`src/rtl/slf_pkg.sv`:
```
package slf_pkg;
    localparam int BYTE_W    = 8;
    localparam int INSTR_W   = 32;
    localparam int IDX_LSB   = 26;
    localparam int IDX_W     = 3;
    localparam int STORE_BIT = 29;
    localparam int RT_LSB    = 16;

    typedef enum logic [1:0] {
        SZ_BYTE   = 2'd0,
        SZ_HALF   = 2'd1,
        SZ_TRIPLE = 2'd2,
        SZ_WORD   = 2'd3
    } size_e;
endpackage

```
`src/rtl/slf_decode.sv`:
```
module slf_decode
    import slf_pkg::*;
#(
    parameter int DATA_W = 32,
    localparam int SH_W  = $clog2(DATA_W)
) (
    input  logic [IDX_W-1:0]  idx,
    output logic [SH_W-1:0]   shamt,
    output logic [DATA_W-1:0] rmask,
    output logic [DATA_W-1:0] wmask_full
);
    localparam int LANES = DATA_W / BYTE_W;

    size_e size;

    always_comb begin
        size       = size_e'(idx[1:0]);
        shamt      = SH_W'((LANES - 1 - int'(idx[1:0])) * BYTE_W);
        wmask_full = {DATA_W{1'b1}} << shamt;
        if (!idx[2]) begin
            rmask = {DATA_W{1'b1}};
        end else begin
            unique case (size)
                SZ_BYTE:   rmask = DATA_W'({BYTE_W{1'b1}});
                SZ_HALF:   rmask = DATA_W'({(2*BYTE_W){1'b1}});
                SZ_TRIPLE: rmask = '0;
                default:   rmask = {DATA_W{1'b1}};
            endcase
        end
    end
endmodule

```
`src/rtl/slf_request.sv`:
```
module slf_request
    import slf_pkg::*;
#(
    parameter int ADDR_W = 32,
    parameter int DATA_W = 32,
    parameter int IMM_W  = 16,
    parameter int RIDX_W = 5,
    localparam int SH_W  = $clog2(DATA_W)
) (
    input  logic [INSTR_W-1:0] instr,
    input  logic [ADDR_W-1:0]  base,
    input  logic [DATA_W-1:0]  src,
    input  logic [SH_W-1:0]    shamt,
    input  logic [DATA_W-1:0]  wmask_full,
    output logic [ADDR_W-1:0]  addr,
    output logic [DATA_W-1:0]  wdata,
    output logic [DATA_W-1:0]  wmask,
    output logic               is_store,
    output logic [RIDX_W-1:0]  dest
);
    logic [ADDR_W-1:0] offset;

    always_comb begin
        offset   = {{(ADDR_W-IMM_W){instr[IMM_W-1]}}, instr[IMM_W-1:0]};
        addr     = base + offset;
        is_store = instr[STORE_BIT];
        wdata    = src << shamt;
        wmask    = is_store ? wmask_full : '0;
        dest     = is_store ? '0 : instr[RT_LSB +: RIDX_W];
    end
endmodule

```
`src/rtl/slf_extract.sv`:
```
module slf_extract #(
    parameter int DATA_W = 32,
    localparam int SH_W  = $clog2(DATA_W)
) (
    input  logic [DATA_W-1:0] rdata,
    input  logic [SH_W-1:0]   shamt,
    input  logic [DATA_W-1:0] rmask,
    output logic [DATA_W-1:0] value
);
    logic signed [DATA_W-1:0] word_s;
    logic signed [DATA_W-1:0] shifted;

    always_comb begin
        word_s  = rdata;
        shifted = word_s >>> shamt;
        value   = shifted & rmask;
    end
endmodule

```
`src/rtl/scalar_lane_fmt.sv`:
```
module scalar_lane_fmt
    import slf_pkg::*;
#(
    parameter int ADDR_W = 32,
    parameter int DATA_W = 32,
    parameter int IMM_W  = 16,
    parameter int RIDX_W = 5
) (
    input  logic               clk,
    input  logic               rst_n,
    input  logic               in_valid,
    input  logic [31:0]        in_instr,
    input  logic [ADDR_W-1:0]  in_base,
    input  logic [DATA_W-1:0]  in_src,
    input  logic [DATA_W-1:0]  rd_data,
    output logic               req_valid,
    output logic [ADDR_W-1:0]  req_addr,
    output logic [DATA_W-1:0]  req_wdata,
    output logic [DATA_W-1:0]  req_wmask,
    output logic               req_store,
    output logic [RIDX_W-1:0]  req_dest,
    output logic [DATA_W-1:0]  ld_value
);
    localparam int SH_W = $clog2(DATA_W);

    typedef struct packed {
        logic              valid;
        logic              store;
        logic [ADDR_W-1:0] addr;
        logic [DATA_W-1:0] wdata;
        logic [DATA_W-1:0] wmask;
        logic [DATA_W-1:0] rmask;
        logic [SH_W-1:0]   shamt;
        logic [RIDX_W-1:0] dest;
    } req_t;

    req_t req_d, req_q;

    logic [SH_W-1:0]   dec_shamt;
    logic [DATA_W-1:0] dec_rmask;
    logic [DATA_W-1:0] dec_wmask_full;
    logic [ADDR_W-1:0] rq_addr;
    logic [DATA_W-1:0] rq_wdata;
    logic [DATA_W-1:0] rq_wmask;
    logic              rq_store;
    logic [RIDX_W-1:0] rq_dest;

    slf_decode #(.DATA_W(DATA_W)) u_decode (
        .idx        (in_instr[IDX_LSB +: IDX_W]),
        .shamt      (dec_shamt),
        .rmask      (dec_rmask),
        .wmask_full (dec_wmask_full)
    );

    slf_request #(
        .ADDR_W(ADDR_W), .DATA_W(DATA_W), .IMM_W(IMM_W), .RIDX_W(RIDX_W)
    ) u_request (
        .instr      (in_instr),
        .base       (in_base),
        .src        (in_src),
        .shamt      (dec_shamt),
        .wmask_full (dec_wmask_full),
        .addr       (rq_addr),
        .wdata      (rq_wdata),
        .wmask      (rq_wmask),
        .is_store   (rq_store),
        .dest       (rq_dest)
    );

    // next-state: capture only when an instruction is present
    always_comb begin
        req_d       = req_q;
        req_d.valid = in_valid;
        if (in_valid) begin
            req_d.store = rq_store;
            req_d.addr  = rq_addr;
            req_d.wdata = rq_wdata;
            req_d.wmask = rq_wmask;
            req_d.rmask = dec_rmask;
            req_d.shamt = dec_shamt;
            req_d.dest  = rq_dest;
        end
    end

    always_ff @(posedge clk or negedge rst_n) begin
        if (!rst_n) req_q <= '0;
        else        req_q <= req_d;
    end

    slf_extract #(.DATA_W(DATA_W)) u_extract (
        .rdata (rd_data),
        .shamt (req_q.shamt),
        .rmask (req_q.rmask),
        .value (ld_value)
    );

    assign req_valid = req_q.valid;
    assign req_addr  = req_q.addr;
    assign req_wdata = req_q.wdata;
    assign req_wmask = req_q.wmask;
    assign req_store = req_q.store;
    assign req_dest  = req_q.dest;

    // presented one cycle after capture
    assert_valid_follows_R9: assert property (@(posedge clk) disable iff (!rst_n)
        in_valid |=> req_valid);
    assert_idle_clears_R9: assert property (@(posedge clk) disable iff (!rst_n)
        !in_valid |=> !req_valid);
    assert_idle_holds_R9: assert property (@(posedge clk) disable iff (!rst_n)
        !in_valid |=> ($stable(req_addr) && $stable(req_wdata) && $stable(req_dest)));
    // direction flag travels with the request
    assert_store_flag_R10: assert property (@(posedge clk) disable iff (!rst_n)
        in_valid |=> (req_store == $past(in_instr[STORE_BIT])));
    // loads never write, stores always cover the top lane
    assert_load_nowrite_R5: assert property (@(posedge clk) disable iff (!rst_n)
        (req_valid && !req_store) |-> (req_wmask == '0));
    assert_store_toplane_R5: assert property (@(posedge clk) disable iff (!rst_n)
        (req_valid && req_store) |-> req_wmask[DATA_W-1]);
    // stores name no destination register
    assert_store_nodest_R6: assert property (@(posedge clk) disable iff (!rst_n)
        (req_valid && req_store) |-> (req_dest == '0));
endmodule

```
`config.mk`:
```
export PLATFORM = sky130hd
export DESIGN_NAME = scalar_lane_fmt
export DESIGN_NICKNAME = d
export VERILOG_FILES = /design/src/rtl/slf_pkg.sv /design/src/rtl/slf_decode.sv /design/src/rtl/slf_request.sv /design/src/rtl/slf_extract.sv /design/src/rtl/scalar_lane_fmt.sv
export SDC_FILE = /design/constraint.sdc
export NUM_CORES = 1
export LEC_CHECK = 0
export CORE_MARGIN = 3
export CORE_UTILIZATION = 25
export CTS_CLUSTER_DIAMETER = 150
export DETAILED_ROUTE_END_ITERATION = 8
export GPL_ROUTABILITY_DRIVEN = 0
export HOLD_SLACK_MARGIN = 0.12
export PLACE_DENSITY_LB_ADDON = 0.2
export SYNTH_ARGS = -nofsm -noshare
export SYNTH_HDL_FRONTEND = slang
export SYNTH_SLANG_ARGS = --single-unit
```
`constraint.sdc`:
```
create_clock -name clk -period 2.13 [get_ports clk]
set_input_delay 0.213 -clock clk [delete_from_list [all_inputs] [get_ports clk]]
set_output_delay 0.213 -clock clk [all_outputs]
set_load 0.05 [all_outputs]
```
==> metrics.txt <==
first-pass GRT wire length 35.71 mm; setup TNS 0 ns; Filler Cell Count 2620; Worst-path clk slew 0.07 ns; die height 169.3 µm; proportion of layout cells with a drive suffix above 1 30.34%; DR iter-0 viols 243; RSZ-0062 raised after global routing yes; # DRC 0; via count 6395; Synth Instances 745; worst-path maximum fanout 5; vias in the first global route 6217; register area share after synthesis 29.65%; Tcrit/Tclk final 98.11%; Yosys reg bits 79; Yosys top cell by area dfrtp_1; Worst Path Required 2.39 ns; clk_skew 0 ns; register area 0.001977 mm²; CP peak stage delay 0.46 ns; Distinct cells, synth 58; # port buffers 258; PD cells 690.7 mW/mm²; Placed Cells 1323; final setup fails 0; max_cap viols 0; synth top area cells dfrtp_1 (30%), buf_4 (11%), ha_1 (5.8%), mux2_2 (5.1%), mux4_2 (5.1%); H-tree depth 3; Worst Reg2Reg Path Length in Cells 3; Core Area 0.02613 mm²; wirelength, routed 23.86 mm; hold depth 3; VDD IR-drop max 0.3409 mV; Hold Path Class primary input to flop; synthesized cell area 0.006666 mm²; Routed WL per cell 17.66 µm; post-layout util 40.65%; number of non-filler instances in the completed layout 1351; CP Launch Type primary input; Root Buffer clkbuf_16; clk sink count 79; io pins 266; worst reg2reg path startpoint req_addr[31]; GR Util All Layers 15.87%; clock buffer depth 2; fin area 0.01062 mm²; outcome finished clean; synthesized net count 908; Worst setup EP type flop; LEAKAGE 4.493 nW; max frequency 478.5 MHz; hold_ws 0.2538 ns; number of buffers created by CTS 9; Initial Utilization 25.51%; post-synth top area share 29.65%; antenna-violating nets left 0; Nets 1173; die area 0.02866 mm²; CP cell instances clkdlybuf4s50_1 > ha_4 > nand2_1 > o21a_1 > o311a_4 > a31o_4 > and3_1 > o31ai_1; Hold Vio Cnt, Final 0; Worst Hold Path EP req_addr[0]; slowest CP cell clkdlybuf4s50_1; reg2reg setup slack 1.16 ns; die width 169.3 µm; Reg-to-Reg End req_addr[31]; Via density 4.734; final slew viol count 0; syn_area_per_cell 8.948 µm²; placed cell area 0.009828 mm²; Remaining Overflow, GRT 0; post-synthesis async set-or-reset flop share 100.0%; CTS tree built; largest net degree at the start of global routing 52; synth warn 0; Crit Path Category primary input to flop; Clock Latency Late Sink 0.35 ns; area delta synth->final 59.37%; area of the multi-input gates 0.004083 mm²; clock period minus worst slack 2.090 ns; hpwl dp 18.48 mm; worst slew pin tran 0.7908 ns; number of core rows 59; hold wc startpoint in_instr[0]; drt pass-1 iters 5; initial antenna violation count 3; most used flip-flop cell after synthesis dfrtp_1; Worst EP arrival 2.35 ns; EDFF count, synth 0; Max transition margin 47.09%
==> flip-flops by register name, summed over array words and instances, names as in the netlist <==
register,count
req_addr,32
req_dest,5
req_wmask,4
req_wdata,32
req_valid,1
req_q,5
==> cell usage after synthesis (8+ instances only) <==
library cell    n
a221oi_1        8
nand2_1        58
mux4_2         15
nor3_1          9
clkbuf_1       28
a21oi_1        51
dfrtp_1        79
nor2_1         58
nand3_1        12
o2bb2ai_1       9
ha_1           31
nand4_1         9
o21ai_0        32
xor2_1          8
buf_4         101
buf_1           8
a22o_1          9
a21o_1          9
inv_1          18
mux2i_1        27
nor2b_1        17
and2_1         19
a211oi_1       14
mux2_2         30
==> power breakdown <==
group | leakage [nW] | switching (W) | total [W] | internal [W]
registers | 0.960 | 0.000161 | 0.00187 | 0.00171
logic | 3.39 | 0.00222 | 0.00381 | 0.00159
clock network | 0.143 | 0.000729 | 0.00165 | 0.000924
==> stage by stage <==
step	worst slack, ns	power [W]
floorplan	0.08808	0.004353
global placement	-0.5220	0.005582
detailed placement	-0.5498	0.005583
CTS	0.0006624	0.007307
global route	-0.05514	0.007729
finish	0.04032	0.007338
==> placed cells by master (no fill, tap or decap), drive strengths merged, types with 19 or more instances in the layout <==
master	n
nand2	60
a21oi	51
inv	21
and2	19
clkdlybuf4s50	214
nor2	58
o21ai	32
mux2i	27
mux2	30
buf	171
ha	31
dfrtp	79
==> cells by family (layout without fill, tap and decap cells) <==
kind of cell / Yosys count / in the layout / share of synthesized area, %
AO/OA/AOI/OAI: 186 / 186 / 18.99
multiplexers: 72 / 72 / 14.19
XOR/XNOR: 15 / 15 / 1.971
adder cells (fa/ha/maj): 32 / 32 / 6.119
AND/OR/NAND/NOR: 202 / 202 / 14.36
other: 0 / 1 / 0
flip-flops: 79 / 79 / 29.65
buffers and inverters: 159 / 429 / 14.71
==> critical path, delay by kind of cell <==
family                     cells  cell delay [ns]
AOI/OAI and AO/OA              4             1.09
adders and majority gates      1             0.30
buffers and inverters          1             0.46
and+or+nand+nor                2             0.28
==> worst max-delay path by stage <==
stage | from | endpoint | slack (ns)
finish | in_instr[11] | req_addr[22] | 0.04
global route | in_instr[11] | req_addr[22] | -0.06
CTS | in_instr[15] | req_addr[30] | 0.0007
detailed placement | in_instr[0] | req_addr[28] | -0.55
global placement | in_instr[0] | req_addr[28] | -0.52
floorplan | req_q[9] | ld_value[23] | 0.09
==> metal layers <==
metal  global-route usage [%]  up-vias  part of all wire, %
met3                    4.333       23                  7.1
li1                         -     3122                    -
met1                    21.07     3027                   45
met2                    26.25      219                   47
met5                        0        -                 0.11
met4                    2.881        4                  1.2
==> area by class of cell <==
class                      count  area share (%)
multi-input combinational    507           38.43
antenna                        1         0.02355
sequential                    79           18.61
tap                          335           3.945
inverter                      18          0.6360
clock buffer                   9           2.120
timing repair buffer         395           35.48
clock inverter                 7          0.7537
==> repair_timing <==
item	4_1_cts	5_1_grt
pin swaps	4	19
hold buffers	1	0
resized for setup	11	83
buffers inserted	1	9
hold endpoints to repair	28	0
setup endpoints to repair	14	39
Power figures use the tool's default switching activity.
